File: config.mk
export PLATFORM = sky130hd
export DESIGN_NAME = ps_cfg_master
export DESIGN_NICKNAME = d
export VERILOG_FILES = /design/src/rtl/psc_pkg.sv /design/src/rtl/psc_timer.sv /design/src/rtl/psc_serializer.sv /design/src/rtl/ps_cfg_master.sv
export SDC_FILE = /design/constraint.sdc
export NUM_CORES = 1
export LEC_CHECK = 0
export ABC_CLOCK_PERIOD_IN_PS = 2820
export CORE_UTILIZATION = 60
export DETAILED_ROUTE_END_ITERATION = 7
export DONT_BUFFER_PORTS = 1
export PLACE_DENSITY_LB_ADDON = 0.05
export SYNTH_ARGS = -nofsm -noshare
export SYNTH_HDL_FRONTEND = slang
export SYNTH_HIERARCHICAL = 1
export SYNTH_SLANG_ARGS = --single-unit
export TNS_END_PERCENT = 10
File: constraint.sdc
create_clock -name clk -period 2.82 [get_ports clk]
set_input_delay 0.141 -clock clk [delete_from_list [all_inputs] [get_ports clk]]
set_output_delay 0.141 -clock clk [all_outputs]
set_load 0.02 [all_outputs]
File: src/rtl/psc_pkg.sv
package psc_pkg;

   typedef enum logic [2:0] {
      ST_IDLE,
      ST_PULSE,
      ST_POLL,
      ST_SETTLE,
      ST_STREAM,
      ST_CHECK,
      ST_TRAIL
   } psc_state_e;

   typedef enum logic [1:0] {
      ERR_NONE    = 2'd0,
      ERR_BAD_REQ = 2'd1,
      ERR_NO_RESP = 2'd2,
      ERR_LOAD    = 2'd3
   } psc_err_e;

   function automatic int unsigned ceil_div(input int unsigned num, input int unsigned den);
      return (num + den - 1) / den;
   endfunction

   function automatic int unsigned max3(input int unsigned a, input int unsigned b,
                                        input int unsigned c);
      int unsigned m;
      m = (a > b) ? a : b;
      return (m > c) ? m : c;
   endfunction

endpackage

File: src/rtl/psc_timer.sv
module psc_timer #(
   parameter int W = 16
) (
   input  logic         clk,
   input  logic         rst_n,
   input  logic         load_i,
   input  logic [W-1:0] load_val_i,
   output logic         expired_o
);

   logic [W-1:0] cnt_q;

   always_ff @(posedge clk or negedge rst_n) begin
      if (!rst_n) begin
         cnt_q <= '0;
      end else if (load_i) begin
         cnt_q <= load_val_i;
      end else if (cnt_q != '0) begin
         cnt_q <= cnt_q - W'(1);
      end
   end

   assign expired_o = (cnt_q == '0);

endmodule

File: src/rtl/psc_serializer.sv
module psc_serializer #(
   parameter int HALF_CYC = 2
) (
   input  logic       clk,
   input  logic       rst_n,
   input  logic       load_i,
   input  logic [7:0] byte_i,
   input  logic       msb_first_i,
   output logic       busy_o,
   output logic       fin_o,
   output logic       dclk_o,
   output logic       data_o
);

   localparam int DW = (HALF_CYC > 1) ? $clog2(HALF_CYC) : 1;
   localparam logic [DW-1:0] DIV_TOP = DW'(HALF_CYC - 1);

   logic [7:0]    rev_byte;
   logic [7:0]    order;
   logic [7:0]    sreg_q;
   logic [2:0]    idx_q;
   logic [DW-1:0] div_q;
   logic          busy_q;
   logic          dclk_q;

   genvar g;
   generate
      for (g = 0; g < 8; g++) begin : g_rev
         assign rev_byte[g] = byte_i[7-g];
      end
   endgenerate

   assign order = msb_first_i ? rev_byte : byte_i;

   always_ff @(posedge clk or negedge rst_n) begin
      if (!rst_n) begin
         sreg_q <= '0;
         idx_q  <= '0;
         div_q  <= '0;
         busy_q <= 1'b0;
         dclk_q <= 1'b0;
      end else if (load_i && !busy_q) begin
         sreg_q <= order;
         idx_q  <= '0;
         div_q  <= DIV_TOP;
         busy_q <= 1'b1;
         dclk_q <= 1'b0;
      end else if (busy_q) begin
         if (div_q != '0) begin
            div_q <= div_q - DW'(1);
         end else begin
            div_q <= DIV_TOP;
            if (!dclk_q) begin
               dclk_q <= 1'b1;
            end else begin
               dclk_q <= 1'b0;
               if (idx_q == 3'd7) busy_q <= 1'b0;
               else               idx_q  <= idx_q + 3'd1;
            end
         end
      end
   end

   assign busy_o = busy_q;
   assign dclk_o = dclk_q;
   assign data_o = busy_q & sreg_q[idx_q];
   assign fin_o  = busy_q && (div_q == '0) && dclk_q && (idx_q == 3'd7);

endmodule

File: src/rtl/ps_cfg_master.sv
module ps_cfg_master
   import psc_pkg::*;
#(
   parameter int CLK_MHZ         = 50,
   parameter bit LARGE_DEVICE    = 1'b0,
   parameter bit HAS_DONE_PIN    = 1'b1,
   parameter int DCLK_HALF       = 2,
   parameter int REQ_US          = 2,
   parameter int POLL_US         = 268,
   parameter int WAIT_SMALL_US   = 1506,
   parameter int WAIT_LARGE_US   = 3000,
   parameter int SETTLE_SMALL_US = 2,
   parameter int SETTLE_LARGE_US = 10
) (
   input  logic       clk,
   input  logic       rst_n,
   input  logic       start_i,
   input  logic       partial_i,
   input  logic       msb_first_i,
   input  logic       s_valid_i,
   input  logic [7:0] s_data_i,
   input  logic       s_last_i,
   output logic       s_ready_o,
   output logic       cfg_req_n_o,
   input  logic       status_n_i,
   input  logic       conf_done_i,
   output logic       dclk_o,
   output logic       data_o,
   output logic       busy_o,
   output logic       done_o,
   output logic [1:0] err_o
);

   localparam int WAIT_US    = LARGE_DEVICE ? WAIT_LARGE_US : WAIT_SMALL_US;
   localparam int SETTLE_US  = LARGE_DEVICE ? SETTLE_LARGE_US : SETTLE_SMALL_US;
   localparam int PULSE_CYC  = REQ_US * CLK_MHZ;
   localparam int POLL_CYC   = POLL_US * CLK_MHZ;
   localparam int SETTLE_CYC = SETTLE_US * CLK_MHZ;
   localparam int NPOLL      = int'(ceil_div(WAIT_US, POLL_US));
   localparam int MAX_CYC    = int'(max3(PULSE_CYC, POLL_CYC, SETTLE_CYC));
   localparam int TW         = $clog2(MAX_CYC + 1);
   localparam int PW         = $clog2(NPOLL + 1);
   localparam logic [TW-1:0] PULSE_LD  = TW'(PULSE_CYC - 1);
   localparam logic [TW-1:0] POLL_LD   = TW'(POLL_CYC - 1);
   localparam logic [TW-1:0] SETTLE_LD = TW'(SETTLE_CYC - 1);
   localparam logic [PW-1:0] POLL_LAST = PW'(NPOLL - 1);

   generate
      if (CLK_MHZ < 1) begin : g_bad_clk
         $error("CLK_MHZ must be at least 1");
      end
      if (DCLK_HALF < 1) begin : g_bad_half
         $error("DCLK_HALF must be at least 1");
      end
      if (REQ_US < 1 || POLL_US < 1 || SETTLE_US < 1) begin : g_bad_time
         $error("timing parameters must be at least 1 us");
      end
      if (WAIT_US < POLL_US) begin : g_bad_wait
         $error("maximum wait must cover at least one poll");
      end
   endgenerate

   psc_state_e state_q, state_d;
   logic [PW-1:0] poll_q;
   logic          msb_q;
   logic          last_seen_q;
   logic          done_q;
   logic [1:0]    err_q;

   logic          t_load;
   logic [TW-1:0] t_val;
   logic          t_exp;
   logic          pc_clr, pc_inc;
   logic          clr_res, set_done, set_err;
   logic [1:0]    err_val;
   logic          take_byte, send_dummy;
   logic          ser_load, ser_busy, ser_fin;
   logic [7:0]    ser_byte;
   logic          done_ok;

   generate
      if (HAS_DONE_PIN) begin : g_done_pin
         assign done_ok = conf_done_i;
      end else begin : g_no_done_pin
         assign done_ok = 1'b1;
      end
   endgenerate

   psc_timer #(.W(TW)) u_timer (
      .clk        (clk),
      .rst_n      (rst_n),
      .load_i     (t_load),
      .load_val_i (t_val),
      .expired_o  (t_exp)
   );

   assign s_ready_o = (state_q == ST_STREAM) && !ser_busy && !last_seen_q;
   assign take_byte = s_valid_i && s_ready_o;
   assign ser_load  = take_byte || send_dummy;
   assign ser_byte  = send_dummy ? 8'h00 : s_data_i;

   psc_serializer #(.HALF_CYC(DCLK_HALF)) u_ser (
      .clk         (clk),
      .rst_n       (rst_n),
      .load_i      (ser_load),
      .byte_i      (ser_byte),
      .msb_first_i (msb_q),
      .busy_o      (ser_busy),
      .fin_o       (ser_fin),
      .dclk_o      (dclk_o),
      .data_o      (data_o)
   );

   always_comb begin
      state_d    = state_q;
      t_load     = 1'b0;
      t_val      = '0;
      pc_clr     = 1'b0;
      pc_inc     = 1'b0;
      clr_res    = 1'b0;
      set_done   = 1'b0;
      set_err    = 1'b0;
      err_val    = ERR_NONE;
      send_dummy = 1'b0;
      unique case (state_q)
         ST_IDLE: begin
            if (start_i) begin
               clr_res = 1'b1;
               if (partial_i) begin
                  set_err = 1'b1;
                  err_val = ERR_BAD_REQ;
               end else begin
                  state_d = ST_PULSE;
                  t_load  = 1'b1;
                  t_val   = PULSE_LD;
               end
            end
         end
         ST_PULSE: begin
            if (t_exp) begin
               if (status_n_i) begin
                  set_err = 1'b1;
                  err_val = ERR_NO_RESP;
                  state_d = ST_IDLE;
               end else begin
                  state_d = ST_POLL;
                  t_load  = 1'b1;
                  t_val   = POLL_LD;
                  pc_clr  = 1'b1;
               end
            end
         end
         ST_POLL: begin
            if (t_exp) begin
               if (status_n_i) begin
                  state_d = ST_SETTLE;
                  t_load  = 1'b1;
                  t_val   = SETTLE_LD;
               end else if (poll_q == POLL_LAST) begin
                  set_err = 1'b1;
                  err_val = ERR_NO_RESP;
                  state_d = ST_IDLE;
               end else begin
                  pc_inc  = 1'b1;
                  t_load  = 1'b1;
                  t_val   = POLL_LD;
               end
            end
         end
         ST_SETTLE: begin
            if (t_exp) state_d = ST_STREAM;
         end
         ST_STREAM: begin
            if (ser_fin && last_seen_q) state_d = ST_CHECK;
         end
         ST_CHECK: begin
            if (!status_n_i || !done_ok) begin
               set_err = 1'b1;
               err_val = ERR_LOAD;
               state_d = ST_IDLE;
            end else begin
               send_dummy = 1'b1;
               state_d    = ST_TRAIL;
            end
         end
         ST_TRAIL: begin
            if (ser_fin) begin
               set_done = 1'b1;
               state_d  = ST_IDLE;
            end
         end
         default: state_d = ST_IDLE;
      endcase
   end

   always_ff @(posedge clk or negedge rst_n) begin
      if (!rst_n) begin
         state_q     <= ST_IDLE;
         poll_q      <= '0;
         msb_q       <= 1'b0;
         last_seen_q <= 1'b0;
         done_q      <= 1'b0;
         err_q       <= ERR_NONE;
      end else begin
         state_q <= state_d;
         if (pc_clr)      poll_q <= '0;
         else if (pc_inc) poll_q <= poll_q + PW'(1);
         if (state_q == ST_IDLE && start_i) begin
            msb_q       <= msb_first_i;
            last_seen_q <= 1'b0;
         end else if (take_byte && s_last_i) begin
            last_seen_q <= 1'b1;
         end
         if (clr_res) begin
            done_q <= 1'b0;
            err_q  <= ERR_NONE;
         end
         if (set_done) done_q <= 1'b1;
         if (set_err)  err_q  <= err_val;
      end
   end

   assign cfg_req_n_o = (state_q != ST_PULSE);
   assign busy_o      = (state_q != ST_IDLE);
   assign done_o      = done_q;
   assign err_o       = err_q;

endmodule

# Yosys cells after proc, flatten, opt, wreduce, memory -nomap -nowiden
# Cells that the tools add are included.
[word_totals] register_bits=39 out_inout_bits=8 word_cells=155
[classes] n_mux=87 addsub=4 magnitude_cmp=1 n_eq_ne=19 n_reduce_logical=30 bitwise=2
[op_table] operator="two-way mux 14 bit" count=7
[op_table] operator="two-way mux 3 bit" count=17
[op_table] operator="two-way mux 1 bit" count=44
[op_table] operator="case mux 14 bit (3 select lines)" count=1
[op_table] operator="case mux 3 bit (7 select lines)" count=1
[op_table] operator="two-way mux 2 bit" count=9
[op_table] operator="two-way mux 8 bit" count=2
[op_table] operator="equality test 3 bit (second input constant)" count=5
[op_table] operator="logical NOT 14 bit" count=1
[op_table] operator="two-way mux 7 bit" count=2
[op_table] operator="!= test 2 bit (second input constant)" count=7
[op_table] operator="nonzero test 14 bit" count=1
[op_table] operator="nonzero test 2 bit" count=7
[op_table] operator="subtractor 14 x 1 -> 14 bit (second input constant)" count=1
[op_table] operator="logical AND 1 bit" count=10
[op_table] operator="case mux 2 bit (4 select lines)" count=1
[op_table] operator="AND reduction 8 bit" count=1
[op_table] operator="adder 3 x 1 -> 3 bit (second input constant)" count=2
[op_table] operator="equality test 3 x 2 -> 1 bit (second input constant)" count=2
[op_table] operator="logical NOT 1 bit" count=4
[op_table] operator="< comparator 3 x 4 -> 1 bit (second input constant)" count=1
[op_table] operator="!= test 2 x 1 -> 1 bit (second input constant)" count=2
[op_table] operator="case mux 1 bit (4 select lines)" count=1
[op_table] operator="AND reduction 4 bit" count=1
[op_table] operator="12 further kinds" count=13

# Logic depth before layout (Yosys ltp)
[depth] word_depth=8 depth_mapped=9

# Cells and area by module
# The synthesis kept the hierarchy.
[modules_own_cells] module="ps_cfg_master" area_per_inst_um2=857.1 n_inst=1 seq_area_each_um2=275.3 cells_each=106
[modules_own_cells] module="psc_timer" area_per_inst_um2=828.3 n_inst=1 seq_area_each_um2=350.3 cells_each=85
[modules_own_cells] module="psc_serializer" area_per_inst_um2=733.2 n_inst=1 seq_area_each_um2=350.3 cells_each=66

# Least setup slack after synthesis
# No wires, ideal clock.
[synth_timing] path_kind="reg-to-reg" startpoint="register u_timer.cnt_q[5]" endpoint="register u_timer.cnt_q[1]" setup_ns=0.125 stages_incl_launch_ff=8 period_less_slack_ns=2.584 arrival_time_ns=2.460 path_slack_ns=0.236 t_required_ns=2.695 n_path_buf=1 path_cell_list="dfrtp_1 > or4_4 > nor2_1 > and3_1 > nor2b_1 > o2bb2ai_1 > clkbuf_1 > mux2_2"
[synth_via] elab_chain_cells=4 word_cells_on_any_way=10
[synth_rtl] item="start: declaration" line_no="psc_timer.sv:11" text="logic [W-1:0] cnt_q;"
[synth_rtl] item="start signal: assignment" line_no="psc_timer.sv:17" text="cnt_q <= load_val_i;"
[synth_rtl] item="start signal: assignment" line_no="psc_timer.sv:19" text="cnt_q <= cnt_q - W'(1);"
[synth_rtl] item="logical NOT 14 bit (*)" line_no="psc_timer.sv:23" text="assign expired_o = (cnt_q == '0);"
[synth_rtl] item="via t_exp" line_no="ps_cfg_master.sv:72" text="logic t_exp;"
[synth_rtl] item="two-way mux 1 bit (on tied branches)" line_no="ps_cfg_master.sv:154, ps_cfg_master.sv:140"
[synth_rtl] item="case mux 1 bit (3 select lines) (*)" line_no="ps_cfg_master.sv:125" text="unique case (state_q)"
[synth_rtl] item="via t_load" line_no="ps_cfg_master.sv:70" text="logic t_load;"
[synth_rtl] item="two-way mux 14 bit / nonzero test 2 bit (equally long branches)"
# The timed path passes the listed nets; every way through them passes the cells marked *.
# A chain may end at the register's enable or synchronous reset.

# Worst setup path after layout
[layout_timing] startpoint="register u_timer.cnt_q[5]" endpoint="register u_timer.cnt_q[8]"
# The elaborated chain is that of the path after synthesis.

==> results.sh <==
export IMPL_outcome="finished clean"
export IMPL_min_to="last_seen_q"
export IMPL_initial_utilization=0.641
export IMPL_hold_path_depth=2
export IMPL_min_period_over_period=0.904
export IMPL_antenna_cells=0
export IMPL_clock_sinks=39
export IMPL_synth_top_area_cell="dfrtp_1"
export IMPL_worst_setup_path_type="flop to flop"
export IMPL_synth_cell_types=56
export IMPL_htree_levels=2
export IMPL_final_nets=289
export IMPL_rr_endpoint="u_timer/cnt_q[8]"
export IMPL_powerDensity_nw_per_um2=997
export IMPL_wire_per_inst_um=14.2
export IMPL_grt_ovfl_total=0
export IMPL_fmax_mhz=392
export IMPL_end_kind="flop"
export IMPL_p_leak_nw=1.13
export IMPL_async_flop_share=1.00
export IMPL_hp_start="s_valid_i"
export IMPL_yosysSeqAreaShare=0.404
export IMPL_drt_vias_per_instance=5.86
export IMPL_avgSynthCellArea_um2=9.41
export IMPL_drive_above_1_share=0.119
export IMPL_cts_buffers=5
export IMPL_synth_top_area_frac=0.404
export IMPL_cp_max_fo=11
export IMPL_synth_area_um2=2420
export IMPL_clock_skew_ns=0.00867
export IMPL_cts_tree="yes"
export IMPL_row_count=22
export IMPL_grt_pass1_wl_um=7690
export IMPL_critical_path_required_ns=2.98
export IMPL_postRouteAntennaNets=0
export IMPL_cts_root_buf="clkbuf_8"
export IMPL_clk_pin_slew_ns=0.07
export IMPL_die_area_um2=4290
export IMPL_portBuffers=0
export IMPL_hold_viol=0
export IMPL_syn_inst=257
export IMPL_drv_cap=0
export IMPL_setup_viol=0
export IMPL_ys_seq_elements=39
export IMPL_vias=1851
export IMPL_holdWs_ns=0.0244
export IMPL_insertion_delay_ns=0.29
export IMPL_synthToLayoutAreaGrowth_pct=8.23
export IMPL_die_h_um=65.5
export IMPL_hpwl_um=3250
export IMPL_timing_reg2reg_setup_slack_ns=0.27
export IMPL_synth_flop_cell="dfrtp_1"
export IMPL_first_iter_violations=104
export IMPL_place_gp_congestion=0.787
export IMPL_final_cell_mix="dfrtp_1, nand2_1, o21ai_0"
export IMPL_detail_route_first_pass_iterations=4
export IMPL_ir_drop_v=0.000585
export IMPL_core_area_um2=3770
export IMPL_fill_cells=299
export IMPL_clock_path_buffers=2
export IMPL_grt_max_degree=40
export IMPL_die_x_um=65.5
export IMPL_io_pins=25
export IMPL_grt_use_total=0.237
export IMPL_wirelength_um=4480
export IMPL_start_kind="flop"
export IMPL_tightestPinTransition_ns=0.753
export IMPL_r2r_start="u_timer/cnt_q[5]"
export IMPL_yosys_top_cells_area="dfrtp_1, nand2_1, mux2i_1, o21ai_0, nor2b_1"
export IMPL_worstHoldPathType="primary input to flop"
export IMPL_cp_arrival_ns=2.71
export IMPL_reg2reg_depth=7
export IMPL_grt_pass1_vias=1694
export IMPL_drc=0
export IMPL_yosys_warnings=6
export IMPL_maxSlewHeadroom=0.495
export IMPL_fin_tns_setup_ns=0
export IMPL_synth_edf_count=0
export IMPL_maxSlewViolCount=0
export IMPL_rsz0062_at_grt="false"
export IMPL_period_needed_ns=2.55
export IMPL_antenna_found_initial=0
export IMPL_final_common_cell="dfrtp_1"
kinds of logic (layout without fill, tap and decap cells):
logic type               after synthesis  count (layout)  share of synthesized area
AO/OA/AOI/OAI                         60              60                      0.160
flip-flops                            39              39                      0.404
multiplexers                          17              17                     0.0802
AND/OR/NAND/NOR                      101             101                      0.242
other                                  1               5                    0.00155
buffers and inverters                 21              28                     0.0404
XOR/XNOR                              13              13                     0.0471
adder cells (fa/ha/maj)                5               5                     0.0259
power by group:
part,switching (mW),total (mW),internal [mW]
sequential,0.311,1.12,0.813
combinational,0.581,1.13,0.547
clock,0.183,0.357,0.174
total,1.08,2.61,1.53
worst max-delay path: stages, from the launching register on:
cell	delay, ns
dfrtp_1	0.43
or4_4	0.60
nor2_1	0.19
and3_1	0.21
nor2b_1	0.19
o2bb2ai_1	0.36
a31o_2	0.32
o21ai_0	0.13
final cells by class:
class | instances | area (µm²) | share of cell area
clock buffer | 7 | 76.3 | 0.0292
clock inverter | 1 | 5.00 | 0.00191
tap | 48 | 60.1 | 0.0229
inverter | 8 | 30.0 | 0.0115
timing repair buffer | 12 | 110 | 0.0421
multi-input combinational | 201 | 1360 | 0.520
sequential | 39 | 976 | 0.373
metrics by stage:
step | instance area, µm² | util | instances | total power, mW | setup WS [ns]
5_1_grt | 2620 | 0.694 | 316 | 2.84 | 0.0486
3_5_place_dp | 2490 | 0.659 | 304 | 2.24 | 0.311
4_1_cts | 2620 | 0.694 | 316 | 2.63 | 0.287
2_1_floorplan | 2430 | - | 261 | 2.03 | 0.236
6_report | 2620 | 0.694 | 316 | 2.61 | 0.271
3_3_place_gp | 2490 | 0.659 | 304 | 2.21 | 0.376
routing by layer:
| metal | global-route usage | vias up | routed length [µm] |
|---|---|---|---|
| li1 | - | 933 | - |
| met1 | 0.344 | 863 | 2320 |
| met2 | 0.345 | 48 | 1890 |
| met3 | 0.0556 | 7 | 205 |
| met4 | 0.0788 | 0 | 66 |
| met5 | 0 | - | 0 |
how the worst max path moves through the flow:
| stage | from | cells after the start | slack (ns) | to |
|---|---|---|---|---|
| after global routing | u_timer/cnt_q[5] | 7 | 0.05 | u_timer/cnt_q[8] |
| after floorplan | u_timer/cnt_q[5] | 7 | 0.24 | u_timer/cnt_q[1] |
| after detailed placement | u_timer/cnt_q[5] | 8 | 0.31 | u_timer/cnt_q[12] |
| final | u_timer/cnt_q[5] | 7 | 0.27 | u_timer/cnt_q[8] |
| after global placement | u_timer/cnt_q[5] | 8 | 0.38 | u_timer/cnt_q[12] |
| after CTS | u_timer/cnt_q[5] | 8 | 0.29 | u_timer/cnt_q[12] |
state kept, by name (all words and copies together) (netlist names):
name	flops
err_o	2
u_ser/idx_q	3
u_timer/cnt_q	14
u_ser/sreg_q	8
u_ser/dclk_o	1
u_ser/busy_o	1
last_seen_q	1
state_q	3
u_ser/div_q	1
msb_q	1
done_o	1
poll_q	3
cells in the mapped netlist (all sizes together) (2+ instances only):
cell type / number
dfrtp: 39
nand2: 36
o21ai: 28
nor2: 14
nor2b: 14
mux2i: 13
xnor2: 9
buf: 8
inv: 8
a21oi: 7
nor4: 7
clkbuf: 5
ha: 5
nand2b: 5
o31ai: 5
nand3: 4
nor3: 4
xor2: 4
a21o: 3
a22o: 3
mux2: 3
nor3b: 3
or3: 3
a31oi: 2
and3: 2
o211ai: 2
or4: 2
timing repair:
action,in CTS,in global routing
endpoints found under the hold margin,41,0
hold buffers,4,0
setup buffers,0,0
resized for setup,0,0
No activity file was read; power rests on OpenSTA's default activity.
